===== config.mk =====
export PLATFORM = sky130hd
export DESIGN_NAME = serial_link_codec
export DESIGN_NICKNAME = d
export VERILOG_FILES = /design/src/rtl/slc_pkg.sv /design/src/rtl/slc_serializer.sv /design/src/rtl/slc_scrambler.sv /design/src/rtl/slc_nrzi.sv /design/src/rtl/slc_aligner.sv /design/src/rtl/serial_link_codec.sv
export SDC_FILE = /design/constraint.sdc
export NUM_CORES = 1
export LEC_CHECK = 0
export BUFFER_PORTS_ARGS = -buffer_cell sky130_fd_sc_hd__buf_2
export CAP_MARGIN = 20
export CELL_PAD_IN_SITES_DETAIL_PLACEMENT = 0
export CELL_PAD_IN_SITES_GLOBAL_PLACEMENT = 2
export CORE_ASPECT_RATIO = 1.25
export CORE_UTILIZATION = 42
export CTS_CLUSTER_DIAMETER = 60
export DETAILED_ROUTE_END_ITERATION = 7
export PLACE_DENSITY_LB_ADDON = 0.1
export SYNTH_ARGS = -nofsm -noshare
export SYNTH_HDL_FRONTEND = slang
export SYNTH_SLANG_ARGS = --single-unit

===== constraint.sdc =====
create_clock -name clk -period 1.7 [get_ports clk]
set_input_delay 0.34 -clock clk [delete_from_list [all_inputs] [get_ports clk]]
set_output_delay 0.34 -clock clk [all_outputs]
set_load 0.005 [all_outputs]

===== src/rtl/slc_pkg.sv =====
package slc_pkg;
    localparam int WORD_W   = 10;
    localparam int TAP_NEAR = 4;
    localparam int TAP_FAR  = 9;

    typedef enum logic [0:0] {
        AL_SEARCH = 1'b0,
        AL_LOCKED = 1'b1
    } align_state_t;
endpackage


===== src/rtl/slc_serializer.sv =====
module slc_serializer #(
    parameter int W = 10
) (
    input  logic         clk,
    input  logic         rst_n,
    input  logic         load,
    input  logic [W-1:0] word,
    output logic         ser_bit
);
    logic [W-1:0] shreg;

    always_ff @(posedge clk or negedge rst_n) begin
        if (!rst_n)
            shreg <= '0;
        else if (load)
            shreg <= word;
        else
            shreg <= {1'b0, shreg[W-1:1]};
    end

    assign ser_bit = shreg[0];
endmodule


===== src/rtl/slc_scrambler.sv =====
module slc_scrambler #(
    parameter int NEAR       = 4,
    parameter int FAR        = 9,
    parameter bit DESCRAMBLE = 1'b0
) (
    input  logic clk,
    input  logic rst_n,
    input  logic din,
    output logic dout
);
    logic [FAR-1:0] hist;
    logic           fb;

    assign dout = din ^ hist[NEAR-1] ^ hist[FAR-1];

    generate
        if (DESCRAMBLE) begin : g_feed_line
            assign fb = din;
        end else begin : g_feed_self
            assign fb = dout;
        end
    endgenerate

    always_ff @(posedge clk or negedge rst_n) begin
        if (!rst_n)
            hist <= '0;
        else
            hist <= {hist[FAR-2:0], fb};
    end
endmodule


===== src/rtl/slc_nrzi.sv =====
module slc_nrzi #(
    parameter bit DECODE = 1'b0
) (
    input  logic clk,
    input  logic rst_n,
    input  logic din,
    output logic dout
);
    generate
        if (!DECODE) begin : g_enc
            logic lvl;
            always_ff @(posedge clk or negedge rst_n) begin
                if (!rst_n)
                    lvl <= 1'b0;
                else
                    lvl <= lvl ^ din;
            end
            assign dout = lvl;
        end else begin : g_dec
            logic cur, prv;
            always_ff @(posedge clk or negedge rst_n) begin
                if (!rst_n) begin
                    cur <= 1'b0;
                    prv <= 1'b0;
                end else begin
                    cur <= din;
                    prv <= cur;
                end
            end
            assign dout = cur ^ prv;
        end
    endgenerate
endmodule


===== src/rtl/slc_aligner.sv =====
module slc_aligner
    import slc_pkg::*;
#(
    parameter int W = 10
) (
    input  logic         clk,
    input  logic         rst_n,
    input  logic         bit_in,
    output logic [W-1:0] word_out,
    output logic         word_valid,
    output logic         locked
);
    localparam int PW  = 3 * W;
    localparam int CW  = $clog2(W);
    localparam logic [PW-1:0] SYNC_PAT = {{(2*W){1'b0}}, {W{1'b1}}};
    localparam logic [CW-1:0] LAST_POS = CW'(W - 1);

    align_state_t  state, state_nx;
    logic [PW-1:0] win, win_nx;
    logic [W-1:0]  assy;
    logic [CW-1:0] pos;
    logic          hit;

    // oldest bit sits in win[0]; the sync run starts with ten ones
    assign win_nx = {bit_in, win[PW-1:1]};
    assign hit    = (win_nx == SYNC_PAT);

    // next-state logic
    always_comb begin
        state_nx = state;
        unique case (state)
            AL_SEARCH: if (hit) state_nx = AL_LOCKED;   // acquire
            AL_LOCKED: state_nx = AL_LOCKED;            // realign handled by counter
            default:   state_nx = AL_SEARCH;
        endcase
    end

    // state register
    always_ff @(posedge clk or negedge rst_n) begin
        if (!rst_n)
            state <= AL_SEARCH;
        else
            state <= state_nx;
    end

    // data path and outputs
    always_ff @(posedge clk or negedge rst_n) begin
        if (!rst_n) begin
            win        <= '0;
            assy       <= '0;
            pos        <= '0;
            word_out   <= '0;
            word_valid <= 1'b0;
        end else begin
            win  <= win_nx;
            assy <= {bit_in, assy[W-1:1]};
            if (hit || pos == LAST_POS)
                pos <= '0;
            else
                pos <= pos + 1'b1;
            if (state == AL_LOCKED && pos == LAST_POS) begin
                word_out   <= {bit_in, assy[W-1:1]};
                word_valid <= 1'b1;
            end else begin
                word_valid <= 1'b0;
            end
        end
    end

    assign locked = (state == AL_LOCKED);
endmodule


===== src/rtl/serial_link_codec.sv =====
module serial_link_codec
    import slc_pkg::*;
(
    input  logic              clk,
    input  logic              rst_n,
    input  logic              word_load,
    input  logic [WORD_W-1:0] tx_word,
    output logic              line_out,
    input  logic              line_in,
    output logic              rx_bit,
    output logic [WORD_W-1:0] rx_word,
    output logic              rx_word_valid,
    output logic              rx_locked
);
    logic ser_bit;
    logic scr_bit;
    logic nrz_bit;
    logic desc_bit;
    logic rx_bit_q;

    slc_serializer #(.W(WORD_W)) u_ser (
        .clk(clk), .rst_n(rst_n), .load(word_load), .word(tx_word), .ser_bit(ser_bit)
    );

    slc_scrambler #(.NEAR(TAP_NEAR), .FAR(TAP_FAR), .DESCRAMBLE(1'b0)) u_scr (
        .clk(clk), .rst_n(rst_n), .din(ser_bit), .dout(scr_bit)
    );

    slc_nrzi #(.DECODE(1'b0)) u_enc (
        .clk(clk), .rst_n(rst_n), .din(scr_bit), .dout(line_out)
    );

    slc_nrzi #(.DECODE(1'b1)) u_dec (
        .clk(clk), .rst_n(rst_n), .din(line_in), .dout(nrz_bit)
    );

    slc_scrambler #(.NEAR(TAP_NEAR), .FAR(TAP_FAR), .DESCRAMBLE(1'b1)) u_dscr (
        .clk(clk), .rst_n(rst_n), .din(nrz_bit), .dout(desc_bit)
    );

    always_ff @(posedge clk or negedge rst_n) begin
        if (!rst_n)
            rx_bit_q <= 1'b0;
        else
            rx_bit_q <= desc_bit;
    end

    assign rx_bit = rx_bit_q;

    slc_aligner #(.W(WORD_W)) u_align (
        .clk(clk), .rst_n(rst_n), .bit_in(rx_bit_q),
        .word_out(rx_word), .word_valid(rx_word_valid), .locked(rx_locked)
    );
endmodule


Word level (Yosys, flattened, before mapping)
Index checks and enable logic that the tools add are counted.

storage, ports and cells
  bits in read-only memories = 0
  bits in writable memories = 0
  input port bits = 14
  memories kept = 0
  register bits = 88
  latch bits = 0
  word-level logic and storage cells = 30

operators by class
  reductions and logical operators = 2
  div/mod/pow operators = 0
  shift-type cells = 0
  muxes and demuxes = 5
  $lt $le $gt $ge = 0
  add/sub/neg operators = 1
  equal/unequal tests = 2
  $mul = 0
  bitwise gates (word level) = 7

operators by type and width
  cell                                              number
  == test 30 x 10 -> 1 bit (second input constant)  1
  2-to-1 mux 10 bit                                 1
  bitwise XOR 1 bit                                 6
  adder 4 x 1 -> 4 bit (second input constant)      1
  == test 4 bit (second input constant)             1
  2-to-1 mux 4 bit                                  1
  2-to-1 mux 1 bit                                  2
  one-hot mux 1 bit (2 select lines)                1
  logical AND 1 bit                                 1
  logical OR 1 bit                                  1
  NOT 1 bit                                         1

Depth between registers and ports, before layout
  depth after elaboration = 3
  gate-level depth with buffers = 6
  depth with buffers taken out = 5

By module
Synthesis repeated with hierarchy kept, for this count alone.

second synthesis, totals
  cell total of the unflattened synthesis = 131
  area total of the unflattened synthesis = 2481.1 um2

by module, submodules not included
  module             times used  cells an instance  area each (um2)
  slc_aligner        1           84                 1461.4
  slc_scrambler      2           10                 249.0
  slc_serializer     1           21                 404.1
  slc_nrzi (u_dec)   1           3                  58.8
  slc_nrzi (u_enc)   1           2                  33.8
  serial_link_codec  1           1                  25.0

Worst setup path before layout
No wires, ideal clock.

  kind = register to register
  from = register u_align.pos[0]
  to = register u_align.word_out[0]
  path slack = 156 ps
  required time = 1575 ps
  stages on the path, launching flop included = 6
  arrival = 1419 ps
  setup time = 125 ps
  clock period less this slack = 1544 ps
  cell sequence = dfrtp_1 ha_1 and3b_1 nand2_1 buf_2 mux2_2

between the ends
  longest elaborated chain between the ends = 2

RTL lines
  item                      RTL line           source
  start: declaration        slc_aligner.sv:21  logic [CW-1:0] pos;
  start signal: assignment  slc_aligner.sv:60  pos <= pos + 1'b1;
  == test 4 bit             slc_aligner.sv:61  if (state == AL_LOCKED && pos == LAST_POS) begin
  logical AND 1 bit         slc_aligner.sv:61
  end signal: assignment    slc_aligner.sv:62  word_out <= {bit_in, assy[W-1:1]};
  end: declaration          slc_aligner.sv:9   output logic [W-1:0] word_out,

Every way passes these cells.
A chain may end at the register's enable or synchronous reset.

Final worst setup path
  from = register u_align.pos[0]
  to = register u_align.word_out[4]

The elaborated chain is that of the path after synthesis.

==> results_dict.tcl <==
set metrics [dict create \
    seqPwrFrac_pct 63.2 \
    p_per_area_mw_per_mm2 1335 \
    synth.distinct_cells 27 \
    wl_mm 3.480 \
    vias 1172 \
    p_int_mw 2.939 \
    post-route-util_pct 52.06 \
    setup_viol 0 \
    fmax_mhz 625.4 \
    synth_nets 149 \
    wl_per_cell_um 14.44 \
    cpLargestDelayFamily "flip-flops" \
    period_needed_ns 1.599 \
    port_buffers 27 \
    rsz0062_at_grt "no" \
    critPathMaxStageDelay_ns 0.43 \
    synthCells 133 \
    path_clk_slew_ns 0.07 \
    io_pins 28 \
    drive_gt1_share_pct 39.55 \
    drtAntennaViolNets 0 \
    final-hold-violation-count 0 \
    ir_drop_mv 0.7878 \
    worst-path-stages 5 \
    slew_viol_final 0 \
    die_w_um 70.05 \
    combPwrFrac_pct 6.4 \
    cp-start-kind "flip-flop" \
    grt_pass1_wl_mm 5.954 \
    setup-tns-final_ns 0 \
    clk_latency_ns 0.33 \
    grt_usage_pct 13.70 \
    p_leak_nw 1.402 \
    yosys.area.top_type "dfrtp_1" \
    coreArea_mm2 0.005518 \
    worst_r2r_endpoint "u_align.word_out[4]$_DFFE_PN0P_" \
    synth_area_leaders "dfrtp_1, mux2_2, xnor2_1, ha_1, nor4_4" \
    gr-total-overflow 0 \
    critical_path.slowest_cell "dfrtp_1" \
    antenna_found_initial 0 \
    clock_path_buffers 2 \
    die_h_um 87.06 \
    antenna_cells 0 \
    areaGrowthSynthToFinish_pct 18.17 \
    drc_errors 0 \
    htreeDepth 3 \
    p_clk_share_pct 30.4 \
    period_share_pct 94.06 \
    grt_max_degree 78 \
    rows 30 \
    yosys_warnings 0 \
    clock-root-buffer "clkbuf_8" \
    synth.avg_cell_area_um2 18.28 \
    rrSetupSlack_ns 0.10 \
    netlist_area_mm2 0.002431 \
    relSlewSlack_pct 74.13 \
    ys_seq_area_share_pct 79.26 \
    cts_buffers 9 \
    critPathKind "flip-flop to flip-flop" \
    start_util_pct 44.06 \
    path_cells "ha_1, and3b_1, nand2_2, buf_12, mux2_2" \
    crit_fanout 10 \
    worstPathBufferInverterCount 1 \
    worstRegToRegCells 5 \
    outcome "finished clean" \
    nets 190 \
    first_iter_violations 67 \
    r2r-start "u_align.pos[0]$_DFF_PN0_" \
    cts_tree "built" \
    grt_pass1_vias 1172 \
    cap_viol_max_count 0 \
    vias_per_cell 4.863 \
    worstMarginPinSlew_ns 0.3880 \
    synth_top_area_share_pct 79.26 \
    p_sw_mw 0.8956 \
    die_area_mm2 0.006099 \
    crit_arrival_ns 1.81 \
    ys_ff_latch 77 \
    cts_num_sinks 77 \
    hp-class "primary input to asynchronous set/reset pin" \
    first_pass_iters 4 \
    critPathRequiredTime_ns 1.91 \
    place.gp.congestion 0.6956 \
    cts.hold.buffers_added 0 \
    hpwl_mm 2.203 \
    p_sw_share_pct 23.35 \
    skew_ns 0.01005 \
    worstSetupEndpointType "flip-flop" \
]
[power groups by stage]
stage                     logic, mW  clock network (mW)  registers (mW)
after CTS                     0.254                1.21            2.43
final                         0.246                1.17            2.42
after global placement        0.248                   0            2.44
after detailed placement      0.255                   0            2.46
after floorplan               0.141                   0            2.39
after global routing          0.272                1.29            2.48
[per-stage QoR]
stage	hold WS [ns]	cell area [um^2]	instances	setup slack (ns)	power, mW
final	0.01559	2873	241	0.1009	3.835
after CTS	0.03619	2850	239	0.03680	3.901
after global placement	0.3346	2685	225	0.05441	2.693
after floorplan	0.04441	2431	133	0.1565	2.528
after detailed placement	0.3355	2685	225	0.03117	2.711
after global routing	0.05907	2873	241	0.03214	4.039
[worst max path at each step]
stage                                           end                       from  slack, ns
floorplan           u_align.word_out[0]$_DFFE_PN0P_   u_align.pos[0]$_DFF_PN0_       0.16
global placement           u_align.pos[3]$_DFF_PN0_  u_align.win[23]$_DFF_PN0_       0.05
detailed placement         u_align.pos[2]$_DFF_PN0_  u_align.win[23]$_DFF_PN0_       0.03
CTS                        u_align.pos[2]$_DFF_PN0_  u_align.win[23]$_DFF_PN0_       0.04
global route        u_align.word_out[4]$_DFFE_PN0P_   u_align.pos[0]$_DFF_PN0_       0.03
finish              u_align.word_out[4]$_DFFE_PN0P_   u_align.pos[0]$_DFF_PN0_       0.10
[cell families (layout without fill, tap and decap cells)]
| logic type | after synthesis | in the layout | synth area share [%] |
|---|---|---|---|
| adder cells (fa/ha/maj) | 2 | 2 | 1.029 |
| AO/OA/AOI/OAI | 7 | 7 | 2.058 |
| AND/OR/NAND/NOR | 18 | 18 | 6.022 |
| flip-flops | 77 | 77 | 79.26 |
| XOR/XNOR | 6 | 6 | 2.162 |
| buffers and inverters | 4 | 48 | 0.6688 |
| multiplexers | 19 | 19 | 8.801 |
[placed cells by master, fill, tap and decap left out, drive strengths merged, types with 2 or more instances in the layout]
cell / synthesis / layout
dfrtp: 77 / 77
buf: 1 / 32
mux2: 19 / 19
clkbuf: 1 / 12
xnor2: 4 / 4
nor4: 3 / 3
inv: 2 / 2
nand4: 2 / 2
a22oi: 2 / 2
and3b: 2 / 2
xor2: 2 / 2
ha: 2 / 2
clkinv: 0 / 2
nand2: 2 / 2
a211oi: 2 / 2
[synthesized netlist by cell type (all sizes together)]
cell type / instances
nand2b: 1
ha: 2
nand2: 2
dfrtp: 77
nor4b: 1
a21boi: 1
a211oi: 2
buf: 1
and3b: 2
and4: 1
nor4: 3
inv: 2
or3b: 1
clkbuf: 1
nand4: 2
and2: 1
a22oi: 2
or4b: 1
mux2: 19
xnor2: 4
o21ai: 1
nor2: 1
a21o: 1
or4: 1
nand3b: 1
xor2: 2
[flip-flops by register name, summed over array words and instances (netlist names)]
signal,flops
u_dec.g_dec.cur,1
u_align.assy,1
u_align.word_valid,1
u_enc.dout,1
u_dscr.hist,9
u_scr.hist,9
u_dec.g_dec.prv,1
u_ser.shreg,10
u_align.locked,1
u_align.win,28
u_align.word_out,10
u_align.pos,4
rx_bit,1
[area by class of cell]
class / instances / area (um^2)
clock inverters: 2 / 10.01
inverters: 2 / 7.507
fillers: 484 / 2645
multi-input cells: 52 / 495.5
flip-flops and latches: 77 / 1927
well taps: 64 / 80.08
repair buffers: 32 / 197.7
clock buffers: 12 / 155.1
[per-layer routing]
layer  vias to the layer above  wire [um]  global-route usage [%]
met2                        27       1663                   18.97
met4                         0         85                   12.00
met5                         -          0                       0
li1                        533          -                       -
met3                         9        146                   3.588
met1                       603       1586                   17.82
[what timing repair did]
action / in CTS / in global routing
setup endpoints to repair: 0 / 9
buffers inserted: 0 / 2
gates resized for setup: 0 / 2
No activity file was read; power rests on OpenSTA's default activity.
